<file path="config.mk">
export PLATFORM = sky130hd
export DESIGN_NAME = median9_pipe
export DESIGN_NICKNAME = d
export VERILOG_FILES = /design/src/rtl/median9_pkg.sv /design/src/rtl/median_cx.sv /design/src/rtl/median_level.sv /design/src/rtl/median9_pipe.sv
export SDC_FILE = /design/constraint.sdc
export NUM_CORES = 1
export LEC_CHECK = 0
export BUFFER_PORTS_ARGS = -buffer_cell sky130_fd_sc_hd__buf_4
export CORE_MARGIN = 2
export CORE_UTILIZATION = 30
export CTS_BUF_LIST = sky130_fd_sc_hd__clkbuf_4
export DETAILED_ROUTE_END_ITERATION = 6
export PLACE_DENSITY_LB_ADDON = 0.1
export SKIP_CTS_REPAIR_TIMING = 1
export SLEW_MARGIN = 15
export SYNTH_ARGS = -nofsm -noshare
export SYNTH_HDL_FRONTEND = slang
export SYNTH_SLANG_ARGS = --single-unit
</file>
<file path="constraint.sdc">
create_clock -name clk -period 7.2 [get_ports clk]
set_input_delay 0.36 -clock clk [delete_from_list [all_inputs] [get_ports clk]]
set_output_delay 0.36 -clock clk [all_outputs]
set_load 0.005 [all_outputs]
</file>
<file path="src/rtl/median9_pkg.sv">
package median9_pkg;

   localparam int TAPS          = 9;
   localparam int EXACT_LEVELS  = 9;
   localparam int SEL_LEVELS    = 3;
   localparam int ROW_TAP_LEVEL = 3;
   localparam int OPS_PER_LEVEL = 3;
   localparam logic [7:0] NO_OP = 8'hFF;

   typedef enum logic [1:0] {
      NET_EXACT = 2'd0,
      NET_SEL3  = 2'd1,
      NET_HOLD  = 2'd2
   } net_e;

   // Each byte is {lo_lane, hi_lane}; after the cell lo_lane holds the smaller value.
   function automatic logic [23:0] level_word(net_e net, int lvl);
      logic [23:0] w;
      w = {3{NO_OP}};
      if (net == NET_EXACT) begin
         case (lvl)
            0: w = 24'h12_45_78;
            1: w = 24'h01_34_67;
            2: w = 24'h12_45_78;
            3: w = 24'h03_58_47;
            4: w = 24'h36_14_25;
            5: w = 24'h47_FF_FF;
            6: w = 24'h42_FF_FF;
            7: w = 24'h64_FF_FF;
            8: w = 24'h42_FF_FF;
            default: w = {3{NO_OP}};
         endcase
      end else if (net == NET_SEL3) begin
         case (lvl)
            0: w = 24'h01_FF_FF;
            1: w = 24'h12_FF_FF;
            2: w = 24'h01_FF_FF;
            default: w = {3{NO_OP}};
         endcase
      end
      return w;
   endfunction

   function automatic logic [7:0] cx_op(net_e net, int lvl, int k);
      logic [23:0] w;
      w = level_word(net, lvl);
      return w[8*(OPS_PER_LEVEL-1-k) +: 8];
   endfunction

endpackage

</file>
<file path="src/rtl/median_cx.sv">
module median_cx #(
   parameter int W = 8
) (
   input  logic [W-1:0] a,
   input  logic [W-1:0] b,
   output logic [W-1:0] lo,
   output logic [W-1:0] hi
);
   logic swap;

   always_comb begin
      swap = (b < a);
      lo   = swap ? b : a;
      hi   = swap ? a : b;
   end

   always_comb begin
      p_cx_order_r1: assert (lo <= hi)
         else $error("compare-exchange outputs out of order");
   end
endmodule

</file>
<file path="src/rtl/median_level.sv">
module median_level
   import median9_pkg::*;
#(
   parameter int   W   = 8,
   parameter int   N   = 9,
   parameter net_e NET = NET_EXACT,
   parameter int   LVL = 0
) (
   input  logic                clk,
   input  logic [N-1:0][W-1:0] d,
   output logic [N-1:0][W-1:0] q
);
   localparam logic [23:0] WORD = level_word(NET, LVL);

   logic [N-1:0][W-1:0] nx;
   logic [W-1:0]        mn [OPS_PER_LEVEL];
   logic [W-1:0]        mx [OPS_PER_LEVEL];

   if (N < 1) begin : g_bad_n
      $error("median_level: N must be at least 1");
   end

   for (genvar k = 0; k < OPS_PER_LEVEL; k++) begin : g_op
      localparam logic [7:0] OP = WORD[8*(OPS_PER_LEVEL-1-k) +: 8];
      if (OP != NO_OP) begin : g_cell
         localparam int LO = int'(OP[7:4]);
         localparam int HI = int'(OP[3:0]);
         if (LO >= N || HI >= N || LO == HI) begin : g_bad_op
            $error("median_level: cell lanes out of range");
         end
         median_cx #(.W(W)) u_cx (
            .a (d[LO]),
            .b (d[HI]),
            .lo(mn[k]),
            .hi(mx[k])
         );
      end else begin : g_idle
         assign mn[k] = '0;
         assign mx[k] = '0;
      end
   end

   always_comb begin
      nx = d;
      for (int k = 0; k < OPS_PER_LEVEL; k++) begin
         logic [7:0] op;
         op = WORD[8*(OPS_PER_LEVEL-1-k) +: 8];
         if (op != NO_OP) begin
            nx[int'(op[7:4])] = mn[k];
            nx[int'(op[3:0])] = mx[k];
         end
      end
   end

   always_ff @(posedge clk) begin
      q <= nx;
   end
endmodule

</file>
<file path="src/rtl/median9_pipe.sv">
module median9_pipe
   import median9_pkg::*;
#(
   parameter int W = 8
) (
   input  logic                   clk,
   input  logic                   rst,
   input  logic                   win_vld,
   input  logic                   win_mode,
   input  logic [TAPS-1:0][W-1:0] win_px,
   output logic                   med_vld,
   output logic [W-1:0]           med_px
);
   localparam int LAT       = EXACT_LEVELS;
   localparam int PS_STAGES = LAT - ROW_TAP_LEVEL;
   localparam int AGE_W     = $clog2(LAT + 1);
   localparam int SUM_W     = W + 4;

   if (W < 1 || W > 16) begin : g_bad_w
      $error("median9_pipe: W must lie in 1..16");
   end
   if (PS_STAGES < SEL_LEVELS) begin : g_bad_lat
      $error("median9_pipe: estimate path cannot match exact latency");
   end

   // exact network: one register bank per level
   logic [TAPS-1:0][W-1:0] lv [0:LAT];
   assign lv[0] = win_px;

   for (genvar l = 0; l < LAT; l++) begin : g_exact
      median_level #(.W(W), .N(TAPS), .NET(NET_EXACT), .LVL(l)) u_lvl (
         .clk(clk),
         .d  (lv[l]),
         .q  (lv[l+1])
      );
   end

   // estimate path: group medians tapped after the three group sorts
   logic [2:0][W-1:0] ps [0:PS_STAGES];
   assign ps[0] = {lv[ROW_TAP_LEVEL][7], lv[ROW_TAP_LEVEL][4], lv[ROW_TAP_LEVEL][1]};

   for (genvar l = 0; l < PS_STAGES; l++) begin : g_est
      if (l < SEL_LEVELS) begin : g_sort
         median_level #(.W(W), .N(3), .NET(NET_SEL3), .LVL(l)) u_lvl (
            .clk(clk),
            .d  (ps[l]),
            .q  (ps[l+1])
         );
      end else begin : g_hold
         median_level #(.W(W), .N(3), .NET(NET_HOLD), .LVL(l)) u_lvl (
            .clk(clk),
            .d  (ps[l]),
            .q  (ps[l+1])
         );
      end
   end

   // qualifier and mode travel with the data
   logic [LAT-1:0] vsr;
   logic [LAT-1:0] msr;

   always_ff @(posedge clk) begin
      if (rst) vsr <= '0;
      else     vsr <= {vsr[LAT-2:0], win_vld};
   end

   always_ff @(posedge clk) begin
      msr <= {msr[LAT-2:0], win_mode};
   end

   assign med_vld = vsr[LAT-1];
   assign med_px  = msr[LAT-1] ? ps[PS_STAGES][1] : lv[LAT][4];

   // ---------------- assertions ----------------
   logic [AGE_W-1:0] age;
   always_ff @(posedge clk) begin
      if (rst)                     age <= '0;
      else if (age != AGE_W'(LAT)) age <= age + 1'b1;
   end

   function automatic logic [SUM_W-1:0] lane_sum(input logic [TAPS-1:0][W-1:0] v);
      logic [SUM_W-1:0] s;
      s = '0;
      for (int i = 0; i < TAPS; i++) s = s + {4'b0, v[i]};
      return s;
   endfunction

   p_conserve_r1: assert property (@(posedge clk) disable iff (rst)
      (age == AGE_W'(LAT) && med_vld) |-> lane_sum(lv[LAT]) == $past(lane_sum(win_px), LAT))
      else $error("network lost or duplicated a sample");

   p_rows_sorted_r2: assert property (@(posedge clk) disable iff (rst)
      vsr[ROW_TAP_LEVEL-1] |->
         (lv[ROW_TAP_LEVEL][0] <= lv[ROW_TAP_LEVEL][1]) && (lv[ROW_TAP_LEVEL][1] <= lv[ROW_TAP_LEVEL][2]) &&
         (lv[ROW_TAP_LEVEL][3] <= lv[ROW_TAP_LEVEL][4]) && (lv[ROW_TAP_LEVEL][4] <= lv[ROW_TAP_LEVEL][5]) &&
         (lv[ROW_TAP_LEVEL][6] <= lv[ROW_TAP_LEVEL][7]) && (lv[ROW_TAP_LEVEL][7] <= lv[ROW_TAP_LEVEL][8]))
      else $error("group triples not sorted at tap level");

   p_pseudo_sorted_r2: assert property (@(posedge clk) disable iff (rst)
      med_vld |-> (ps[PS_STAGES][0] <= ps[PS_STAGES][1]) && (ps[PS_STAGES][1] <= ps[PS_STAGES][2]))
      else $error("estimate triple not ordered");

   p_valid_lat_r3: assert property (@(posedge clk) disable iff (rst)
      (age == AGE_W'(LAT)) |-> med_vld == $past(win_vld, LAT))
      else $error("result qualifier misaligned");

   p_reset_clears_r6: assert property (@(posedge clk)
      rst |=> !med_vld)
      else $error("qualifier survived reset");

endmodule

</file>
==> Word-level counts from Yosys, hierarchy flattened <==
Cells that the tools add are included.
Widths: inputs -> output; s select.
{ "word_totals": {"reg_bits": 466, "in_bits": 76, "out_inout_bits": 9, "wordCells": 115} }
{ "op_classes": {"order_cmp": 22, "muxes": 35} }
{ "op_table": {"columns": ["op", "count"], "rows": [
  ["$mux 8", 35],
  ["$lt 8x8->1", 22]
]} }

==> Logic depth before layout (Yosys ltp) <==
Gate-level depths: netlist of the first run.
{ "logic_depth": {"depth_word": 2, "mapped_depth": 7, "ltp_nobuf": 6} }

==> By module <==
From an unflattened synthesis of the first run, not the netlist that was laid out.
{ "unflattened": {"hier_cells": 1730, "hier_area_um2": 25762.2} }
{ "by_module_without_submodules": {"columns": ["module", "n_inst", "cells_per_inst", "area_each_um2", "seq_area_each_um2"], "rows": [
  ["median_level (g_exact[0].u_lvl ...)", 9, 72, 1441.4, 1441.4],
  ["median_cx", 22, 41, 425.4, 0.0],
  ["median_level (g_est[0].g_sort.u_lvl ...)", 6, 24, 480.5, 480.5],
  ["median9_pipe", 1, 36, 548.0, 360.3]
]} }

==> Worst setup path after synthesis of the first run <==
Ideal clock, no wire load.
{ "synth_path": {"path_type": "reg-to-reg", "startpoint": "register g_exact[2].u_lvl.q[37] (netlist name)", "endpoint": "register g_exact[3].u_lvl.q[36] (netlist name)", "setup_time_ns": 0.121, "arrival_ns": 2.125, "required_time_ns": 7.079, "setup_slack_ns": 4.954, "path_stages_with_launch": 8, "period_less_slack_ns": 2.246, "cell_sequence": "dfxtp_1 > inv_1 > ha_1 > a211oi_1 > nor2_8 > a211oi_4 > buf_12 > mux2_4"} }
{ "synth_via": {"elab_chain_cells": 2} }
{ "synth_lines": {"columns": ["element", "line_no", "rtl"], "rows": [
  ["start: declaration", "median_level.sv:11", "output logic [N-1:0][W-1:0] q"],
  ["start signal: assignment", "median_level.sv:56", "q <= nx;"],
  ["$lt 8x8->1", "median_cx.sv:12", "swap = (b < a);"],
  ["$mux 8", "median_cx.sv:13", "lo = swap ? b : a;"],
  ["named net g_exact[3].u_lvl.g_op[2].g_cell.u_cx.lo[4]", "median_cx.sv:6", "output logic [W-1:0] lo,"],
  ["end signal: assignment", "median_level.sv:56", null],
  ["end: declaration", "median_level.sv:11", null]
]} }
The timed path passes the listed nets, and every way through them passes these cells.
A chain may end at the register's enable or synchronous reset.

==> Worst setup path after layout of the first run <==
{ "layout_path": {"startpoint": "register g_exact[2].u_lvl.q[37] (netlist name)", "endpoint": "register g_exact[3].u_lvl.q[35] (netlist name)"} }
Same word-level chain as after synthesis.

==> metrics, run 1 <==
status finished, final reports clean; nets@finish 1,829; area grow syn2layout 22.9%; hold path endpoint g_exact[0].u_lvl.q[29]$_DFF_P_; Routed Antenna Nets 0; Reg2Reg Setup Slack approximately 4.4 ns; Hold Crit Start win_px[29]; Final min period ~2.8 ns; Worst-Skew Late Latency about 0.91 ns; main area contributors after synthesis dfxtp_1, mux2_4, ha_1; worst reg2reg endpoint g_exact[3].u_lvl.q[35]$_DFF_P_; io pins 85; Hold Crit Class primary input to register; area occupied by registers 9330 um2; Slew headroom between 20 and 30%; footprint of the multi-input gates 7390 um2; vias in the first global route 10,400; R2R cell count 6; 1st-iter DRT viols around 260; drt drc 0; # port buffers 84; clk slew on worst S/H paths approximately 0.070 ns; clock tree buffer depth 3; Async SR Flop Fraction 0%; # rows 88; leading area contributor after synthesis dfxtp_1; CTS H-tree depth 4; Post-Synthesis Cell Area 17,600 um2; core footprint 57,800 um2; Ys Warns 0; RR Startpoint g_exact[2].u_lvl.q[37]$_DFF_P_; initial antenna violation count 3; Leak between 10 and 15 nW; CP arrival about 3.6 ns; Initial Util between 30% and 40%; final instance area 21,600 um2; Synth Register Bits roughly 470; RSZ-0062 raised after global routing false; first-pass GRT wire length 53,500 um; share of Yosys cell area claimed by the top area cell type 53.1%; DP Area around 19,000 um2; Setup Skew about 0.037 ns; Setup Viol. Count Final 0; routed wire length between 30,000 and 40,000 um; GRT Total Usage around an eighth; wire per inst between 10 and 15 um; total of max-cap violations 0; final hold vios 0; VDD IR max ~260 uV; Post-Synthesis Cells between 1,000 and 1,500; Seq/Total Area, Yosys about 53%; syn_area_per_cell approximately 14 um2; Via density around 4; Worst Tran Pin Value about 1.1 ns; Final Max Tran Viols 0; DIE AREA 60,500 um2; worst hold path cell count 2; Top FF cell, synth dfxtp_1; CTS tree yes; TritonCTS sink count 466; Synthesized Nets ~1,500; Die Ht around 250 um; TNS Setup 0 ns; GPL Wtd Cong roughly 0.75; worst path required time 7.98 ns; fmax between 300 and 400 MHz; kind of critical path register to register; most frequent cell after synthesis dfxtp_1; fraction of layout cells with a size suffix above 1 approximately 29%; Post-synth EDFFs 0; GRT overflow 0; Filler cells 5,687; PD cells 441 nW/um2; worst setup path start g_exact[2].u_lvl.q[37]$_DFF_P_; Final period util about 39%; CP Launch Type register; CP Max Fanout 16; Commonest cells post-synth dfxtp_1, mux2_4, inv_1; final hold slack slightly below 0.1 ns; Die Wd approximately 250 um; Worst setup EP type register; Root Buffer clkbuf_4; First-pass DRT Iterations 4; Detailed Place HPWL approximately 26,000 um; pin count of the biggest net entering global routing 17; Via Count just under 10,000; TritonCTS Buffers between 100 and 150; count of cell types in the netlist 21
==> worst max-delay path, stage by stage, from the launching register on <==
cell and delay (ns):
dfxtp_1 0.39, inv_1 0.09, ha_1 0.32, a211oi_1 0.55, nor2_8 0.07, a211oi_4 0.85, mux2_1 0.41
==> cell families (layout without fill, tap and decap cells) <==
group	Yosys count	count (layout)	share of synthesized area (%)
flops	466	466	53.1
simple gates	75	75	2.45
compound gates	132	132	6.74
fa+ha+maj	154	154	11.0
buf+inv	189	585	4.84
other cells	0	3	0
mux	280	280	21.9
==> worst max path at each step <==
stage | to | slack (ns) | cells after the start
2_1_floorplan | g_exact[3].u_lvl.q[36]$_DFF_P_ | 4.95 | 7
3_3_place_gp | g_exact[3].u_lvl.q[63]$_DFF_P_ | 4.47 | 6
3_5_place_dp | g_exact[3].u_lvl.q[63]$_DFF_P_ | 4.44 | 6
4_1_cts | g_exact[3].u_lvl.q[35]$_DFF_P_ | 4.39 | 6
5_1_grt | g_exact[3].u_lvl.q[33]$_DFF_P_ | 4.25 | 6
6_report | g_exact[3].u_lvl.q[35]$_DFF_P_ | 4.41 | 6
==> layout make-up <==
| cell class | instances | share of cell area, % |
|---|---|---|
| antenna | 3 | 0.0348 |
| clock buffer | 176 | 6.12 |
| clock inverter | 49 | 1.40 |
| inverter | 176 | 3.06 |
| multi-input combinational | 641 | 34.2 |
| sequential | 466 | 43.2 |
| tap | 765 | 4.43 |
| timing repair buffer | 184 | 7.55 |
==> layout by cell type, fill, tap and decap left out <==
cell type	instances
diode_2	3
mux2_1	68
mux2_4	190
clkbuf_4	176
a211oi_1	22
o21ai_1	8
a211oi_4	22
inv_1	176
clkinv_2	8
a2111o_1	22
a21oi_1	22
dlygate4sd3_1	100
inv_2	5
dfxtp_1	466
clkinvlp_4	1
ha_1	154
nand2b_1	22
o21ai_0	36
mux2_2	8
nand4_1	22
mux2i_1	14
nor2b_1	9
buf_4	84
nor2_1	21
clkinv_1	31
bufinv_16	4
nor2_8	1
==> report_power, final <==
group / total, mW / switching [mW] / internal (mW)
Combinational: 3.18 / 1.34 / 1.84
Sequential: 4.00 / 0.502 / 3.50
Clock: 2.34 / 1.06 / 1.28
==> sequential cells by signal (all words and copies together), names as in the netlist <==
register / count
g_exact.u_lvl.q: 376
msr: 9
g_est.g_hold.u_lvl.q: 24
g_est.g_sort.u_lvl.q: 48
vsr: 9
==> per-stage QoR <==
stage          total power [mW]  worst slack [ns]  utilization, %  instances
2_1_floorplan              6.48              4.95               -       1296
3_5_place_dp               7.27              4.44            32.8       2132
5_1_grt                    10.3              4.25            37.4       2460
4_1_cts                    9.70              4.39            35.6       2357
6_report                   9.52              4.41            37.4       2460
3_3_place_gp               7.26              4.47            32.8       2132
==> per-layer routing <==
| metal | up-vias | share of wire, % | GRT usage, % |
|---|---|---|---|
| met5 | - | 0 | 0 |
| met4 | 0 | 3.2 | 7.01 |
| met3 | 85 | 4.0 | 3.50 |
| met2 | 182 | 48 | 19.0 |
| met1 | 4517 | 45 | 13.5 |
| li1 | 5147 | - | - |
Note: power is estimated with default switching activity, not from simulation.
==> inputs of run 2 (changes only) <==
==> constraint.sdc (replaced) <==
create_clock -name clk -period 2.9 [get_ports clk]
set_input_delay 0.145 -clock clk [delete_from_list [all_inputs] [get_ports clk]]
set_output_delay 0.145 -clock clk [all_outputs]
set_load 0.005 [all_outputs]
==> run 2 against run 1 <==
Against the previous run: wire length rose by 4.7%; setup slack got worse by 4.0 ns; non-clock buffer count increased by 101; sequential power is 150% higher; power increased to 2.5 times the previous value; first-iteration DRC count is 3.0% lower; critical endpoint is now g_exact[0].u_lvl.q[58]$_DFF_P_; hold slack got worse by 0.025 ns.
==> metrics, run 2 (synthesized netlist as in run 1, its figures left out) <==
Detailed Place HPWL 25,900 um (+1.0%); TritonCTS sink count 466 (unchanged); CTS H-tree depth 4 (unchanged); GR peak layer met2; switching power 7.30 mW (+150%); Slew headroom 56.1% (+28 points); Die Ht 246 um (unchanged); GRT Total Usage 11.9% (+0.27 points); VDD IR max 409 uV (+61%); routed wire length 36,400 um (+4.7%); DIE AREA 60,500 um2 (unchanged); Root Buffer clkbuf_4; CP Launch Type primary input; Setup Viol. Count Final 0 (unchanged); Final Max Tran Viols 0 (unchanged); Worst-Skew Late Latency 0.93 ns (+0.02 ns); CP Max Fanout 10 (-6); Internal 16.7 mW (+150%); # port buffers 84 (unchanged); worst path required time 3.69 ns (-4.29 ns); most common cell after layout, fill and taps aside dfxtp_1; TNS Setup 0 ns (unchanged); Hold Crit Start win_px[18]; Hold Crit Class primary input to register; met3 Resource Use GR 3.86% (+0.36 points); Routed Antenna Nets 0 (unchanged); cell family with most CP delay buffers and inverters; clock power share 24.9% (+0.3 points); wire per inst 14.1 um (+0.14%); post-place setup slack 0.567 ns (-3.88 ns); global routing usage on met1 13.9% (+0.37 points); slowest cell on the critical path dlygate4sd3_1; core footprint 57,800 um2 (unchanged); worst hold path cell count 3 (+1); TritonCTS Buffers 133 (+2.3%); clk slew on worst S/H paths 0.06 ns (about the same); worst setup path start win_px[65]; RR Startpoint g_exact[2].u_lvl.q[37]$_DFF_P_; CP arrival 3.24 ns (-0.34 ns); placed cell count 2,147 (+0.70%); initial antenna violation count 3 (unchanged); CTS tree yes; crit path cell chain dlygate4sd3_1, buf_4, ha_1, a2111o_1, a211oi_4, buf_4, mux2_1, dlygate4sd3_1; Reg2Reg Setup Slack 0.54 ns (-3.87 ns); Setup Skew 0.0430 ns (+0.00633 ns); most flop-heavy register g_exact.u_lvl.q; Die Wd 246 um (unchanged); io pins 85 (unchanged); Final period util a little over four fifths; Reg power frac 41.4% (-0.6 points); pin count of the biggest net entering global routing 17 (unchanged); worst reg2reg endpoint g_exact[3].u_lvl.q[63]$_DFF_P_; status finished, final reports clean; Top Registers g_exact.u_lvl.q x376, g_est.g_sort.u_lvl.q x48, g_est.g_hold.u_lvl.q x24; R2R cell count 7 (+1); vias in the first global route 10,500 (+1.4%); max reg flops 376 (unchanged); # rows 88 (unchanged); first-pass GRT wire length 54,700 um (+2.2%); Via Count 10,400 (+5.0%); Worst Setup EP g_exact[0].u_lvl.q[58]$_DFF_P_; drt drc 0 (unchanged); Initial Util 30.4% (unchanged); Leak 10.7 nW (+4.5%); Post-Layout Cell Count 2,572 (+4.6%); CP Buf/Inv Count 4 (+3); clock tree buffer depth 3 (unchanged); Final min period about 2.5 ns; kind of critical path primary input to register; Worst setup EP type register; Via density 4.06 (+0.45%); final hold vios 0 (unchanged); total of max-cap violations 0 (unchanged); switch share 30.4% (-0.14 points); met2 Resource Use GR 19.3% (+0.32 points); 1st-iter DRT viols 256 (-3.0%); fraction of layout cells with a size suffix above 1 29.2% (-0.26 points); most frequent cells in the layout dfxtp_1, mux2_4, dlygate4sd3_1, clkbuf_4, inv_1; CP max stage delay 0.57 ns (-0.28 ns); WP depth 8 (+2); Worst Tran Pin Value 0.657 ns (-0.426 ns); RSZ-0062 raised after global routing false; GRT overflow 0 (unchanged); First-pass DRT Iterations 4 (unchanged); GPL Wtd Cong 0.766 (+2.1%); area grow syn2layout 29.0%; fmax slightly above 400 MHz; fin worst setup slack 0.446 ns (-3.96 ns); PD cells 1060 nW/um2 (+140%); Comb power frac 33.8% (+0.4 points); nets@finish 1,933 (+5.7%)
==> run 2: cell types whose count changed in the layout (fill, tap and decap cells not counted), sizes merged, moves of 2 or more <==
cell	change
clkbuf	+9
buf	+15
clkinvlp	+2
dlygate4sd3	+86
clkinv	-7
diode	+8
==> run 2: worst min-delay path by stage <==
stage	slack, ns	to
6_report	0.07	g_exact[0].u_lvl.q[10]$_DFF_P_
2_1_floorplan	0.17	g_exact[0].u_lvl.q[0]$_DFF_P_
5_1_grt	-0.0007	g_exact[0].u_lvl.q[10]$_DFF_P_
3_3_place_gp	0.25	g_exact[0].u_lvl.q[55]$_DFF_P_
3_5_place_dp	0.25	g_exact[0].u_lvl.q[27]$_DFF_P_
4_1_cts	-0.85	g_exact[0].u_lvl.q[30]$_DFF_P_
==> run 2: final cells by class <==
cell class | instances | area (um2)
Tap cell | 765 | 957
Clock inverter | 43 | 297
Inverter | 176 | 661
Timing Repair Buffer | 285 | 2620
Multi-Input combinational cell | 641 | 7390
Clock buffer | 185 | 1390
Fill cell | 5580 | 35100
Antenna cell | 11 | 27.5
Sequential cell | 466 | 9330
==> run 2: routing by layer <==
metal | wire length [um] | vias to the layer above
li1 | - | 5357
met1 | 16200 | 4791
met2 | 17600 | 184
met3 | 1320 | 98
met4 | 1240 | 0
met5 | 0 | -
==> run 2: per-stage QoR <==
stage / hold slack, ns / util (%) / power (mW) / area [um2]
3_3_place_gp: 0.250 / 33.0 / 18.1 / 19100
4_1_cts: -0.848 / 35.9 / 24.4 / 20800
6_report: 0.0722 / 39.2 / 24.0 / 22700
2_1_floorplan: 0.173 / - / 16.1 / 17600
5_1_grt: -0.000705 / 39.2 / 25.9 / 22600
3_5_place_dp: 0.251 / 33.0 / 18.1 / 19100
==> run 2: power groups by stage <==
stage / Combinational [mW] / Sequential (mW) / Clock, mW
floorplan: 6.62 / 9.47 / 0
global route: 8.98 / 10.2 / 6.70
detailed placement: 7.98 / 10.2 / 0
CTS: 8.03 / 10.0 / 6.32
finish: 8.12 / 9.94 / 5.97
global placement: 7.94 / 10.2 / 0
==> run 2: worst min-delay path: stages <==
cell and delay, ns:
dlygate4sd3_1 0.53, buf_4 0.12, mux2_1 0.15
==> inputs of run 3 (changes only) <==
--- a/config.mk
+++ b/config.mk
@@ -5,6 +5,7 @@
 export SDC_FILE = /design/constraint.sdc
 export NUM_CORES = 1
 export LEC_CHECK = 0
+export ABC_AREA = 1
 export BUFFER_PORTS_ARGS = -buffer_cell sky130_fd_sc_hd__buf_4
 export CORE_MARGIN = 2
 export CORE_UTILIZATION = 30
==> constraint.sdc (replaced) <==
create_clock -name clk -period 2.19 [get_ports clk]
set_input_delay 0.1095 -clock clk [delete_from_list [all_inputs] [get_ports clk]]
set_output_delay 0.1095 -clock clk [all_outputs]
set_load 0.005 [all_outputs]
==> run 3 against run 2 <==
Against the previous run: design area decreased by 2.2%; synthesized cell count increased by 60%; critical path type unchanged; count of clock-buffer cells in the layout decreased by 21; die area about the same; final cell count increased by 27%; power increased by 32%; non-clock buffer count decreased by 10.
==> metrics, run 3 <==
status finished, final reports clean; Top FF cell, synth dfxtp_1; Internal 19.9 mW (+19%); CTS H-tree depth 3 (-1); final hold slack 0.0259 ns (-0.0463 ns); Top Registers g_exact.u_lvl.q x376, g_est.g_sort.u_lvl.q x48, g_est.g_hold.u_lvl.q x24; TritonCTS sink count 466 (unchanged); Root Buffer clkbuf_4; cell family with most CP delay buffers and inverters; first-pass GRT wire length 63,900 um (+17%); clock tree buffer depth 3 (unchanged); area grow syn2layout 26.1%; slowest cell on the critical path dlygate4sd3_1; # port buffers 84 (unchanged); Seq/Total Area, Yosys 53.1% (about the same); core footprint 57,800 um2 (unchanged); Slew headroom 70.7% (+15 points); Synthesized Nets 2,309 (+51%); Leak 11.4 nW (+6.8%); pin count of the biggest net entering global routing 18 (+1); worst setup path start win_px[38]; routed wire length 40,400 um (+11%); Commonest cells post-synth nand2_1, dfxtp_1, nand3_1; kind of critical path primary input to register; CP Launch Type primary input; Die Wd 246 um (about the same); most flop-heavy register g_exact.u_lvl.q; Via density 4.15 (+2.4%); CP arrival 2.88 ns (-0.36 ns); WP depth 12 (+4); TritonCTS Buffers 121 (-9.0%); Setup Skew 0.0476 ns (+0.00463 ns); Post-Synthesis Cell Area 17,600 um2 (about the same); VDD IR max 518 uV (+26%); CTS tree yes; Post-Layout Cell Count 3,268 (+27%); GRT overflow 0 (unchanged); CP Max Fanout 17 (+7); clock power share 22.7% (-2.2 points); most frequent cell after synthesis nand2_1; crit path cell chain dlygate4sd3_1, buf_4, inv_1, ha_1, nand2_1, nor2_1, nand2_2, nand2_4, nand2_1, dlygate4sd3_1, nand2_1, dlygate4sd3_1; Hold Crit Class primary input to register; Total Power 31.8 mW (+32%); GPL Wtd Cong 0.810 (+5.7%); Worst-Skew Late Latency 0.85 ns (-0.08 ns); clk slew on worst S/H paths 0.06 ns (about the same); # rows 88 (unchanged); main area contributors after synthesis dfxtp_1, nand2_1, ha_1; drt drc 0 (unchanged); GRT Total Usage 13.3% (+1.3 points); total of max-cap violations 0 (unchanged); fraction of layout cells with a size suffix above 1 13.3% (-16 points); final instance area 22,200 um2 (-2.2%); leading area contributor after synthesis dfxtp_1; syn_area_per_cell 8.45 um2 (-38%); Reg power frac 42.9% (+1.5 points); initial antenna violation count 2 (-1); io pins 85 (unchanged); Worst Tran Pin Value 0.438 ns (-0.219 ns); DIE AREA 60,500 um2 (about the same); wire per inst 12.4 um (-13%); Worst setup EP type register; Post-Synthesis Cells 2,079 (+60%); worst reg2reg endpoint g_exact[4].u_lvl.q[51]$_DFF_P_; placed cell count 2,908 (+35%); Final period util a little over nine tenths; Initial Util 30.4% (about the same); final hold vios 0 (unchanged); RR Startpoint g_exact[3].u_lvl.q[29]$_DFF_P_; DP Area 19,100 um2 (about the same); Detailed Place HPWL 29,700 um (+15%); vias in the first global route 13,100 (+24%); Worst Setup EP g_exact[0].u_lvl.q[44]$_DFF_P_; Die Ht 246 um (about the same); Filler cells 5,923 (+6.1%); most frequent cells in the layout nand2_1, dfxtp_1, nand3_1, inv_1, clkbuf_4; switching power 11.8 mW (+62%); Routed Antenna Nets 0 (unchanged); 1st-iter DRT viols 419 (+64%); R2R cell count 8 (+1); Comb power frac 34.4% (+0.6 points); Final min period about 2.2 ns; Post-synth EDFFs 0 (unchanged); Final Max Tran Viols 0 (unchanged); nets@finish 2,654 (+37%); fmax between 400 and 500 MHz; switch share 37.3% (+6.9 points); max reg flops 376 (unchanged); most common cell after layout, fill and taps aside nand2_1; PD cells 1430 nW/um2 (+35%); share of Yosys cell area claimed by the top area cell type 53.1% (about the same); Ys Warns 0 (unchanged); Async SR Flop Fraction 0% (unchanged); Final Util 38.3% (-0.88 points); Setup Viol. Count Final 0 (unchanged); Via Count 13,600 (+30%); worst path required time 2.91 ns (-0.78 ns); CP max stage delay 0.55 ns (-0.02 ns); Reg2Reg Setup Slack 0.33 ns (-0.21 ns); CP Buf/Inv Count 5 (+1); First-pass DRT Iterations 5 (+1); Synth Register Bits 466 (unchanged); count of cell types in the netlist 17 (-19%)
[run 3: cell count changes after synthesis, moves of 60 or more]
cell	change
inv_1	+60
mux2_1	-68
mux2_4	-190
nand2_1	+746
nand3_1	+272
[run 3: worst min-delay path by stage]
stage	from	endpoint	slack (ns)	cells past startpoint
floorplan	win_px[0]	g_exact[0].u_lvl.q[0]$_DFF_P_	0.14	0
global placement	win_px[55]	g_exact[0].u_lvl.q[55]$_DFF_P_	0.21	1
detailed placement	win_px[26]	g_exact[0].u_lvl.q[26]$_DFF_P_	0.22	1
CTS	win_px[26]	g_exact[0].u_lvl.q[26]$_DFF_P_	-0.76	1
global route	win_px[16]	g_exact[0].u_lvl.q[16]$_DFF_P_	0.005	4
finish	win_px[43]	g_exact[0].u_lvl.q[45]$_DFF_P_	0.03	7
[run 3: logic make-up (layout without fill, tap and decap cells)]
| kind of cell | Yosys count | count (layout) | synth area share [%] |
|---|---|---|---|
| AOI/OAI and AO/OA | 74 | 74 | 2.34 |
| adders and majority gates | 154 | 154 | 11.0 |
| buffers and inverters | 289 | 712 | 6.88 |
| DFF | 466 | 466 | 53.1 |
| muxes | 8 | 8 | 0.513 |
| other | 0 | 1 | 0 |
| and+or+nand+nor | 1088 | 1088 | 26.2 |
[run 3: per-layer routing]
metal / GRT usage [%] / up-vias / part of all wire [%]
li1: - / 7288 / -
met4: 7.24 / 2 / 3.4
met5: 0 / - / 0.042
met3: 3.16 / 77 / 4.2
met2: 22.5 / 251 / 49
met1: 15.4 / 5953 / 44
[run 3: layout make-up]
cell class                 count  area [um2]  area share [%]
sequential                   466        9330            42.1
multi-input combinational   1324        7030            31.7
timing repair buffer         275        2460            11.1
clock buffer                 164        1230            5.56
tap                          765         957            4.32
inverter                     236         886            4.00
clock inverter                37         259            1.17
antenna                        1        2.50          0.0113
[run 3: worst register-to-register path: cells and delay by family, from the launching register on]
family                     cells  cell delay (ns)
DFF                            1             0.45
adders and majority gates      1             0.31
AOI/OAI and AO/OA              1             0.13
and+or+nand+nor                5             0.78
buffers and inverters          1             0.08
[run 3: metrics by stage]
stage / setup TNS [ns] / setup slack, ns
global placement: 0 / 0.299
detailed placement: 0 / 0.320
CTS: 0 / 0.0992
global route: -0.0977 / -0.0394
floorplan: 0 / 0.641
finish: 0 / 0.0353
[run 3: power groups by stage]
stage                     clock [mW]  combinational [mW]  sequential, mW
after floorplan                    0                8.25            12.8
after global placement             0                10.5            13.9
after detailed placement           0                10.7            13.9
after CTS                       7.61                10.8            13.7
after global routing            8.06                12.9            14.0
final                           7.21                10.9            13.6
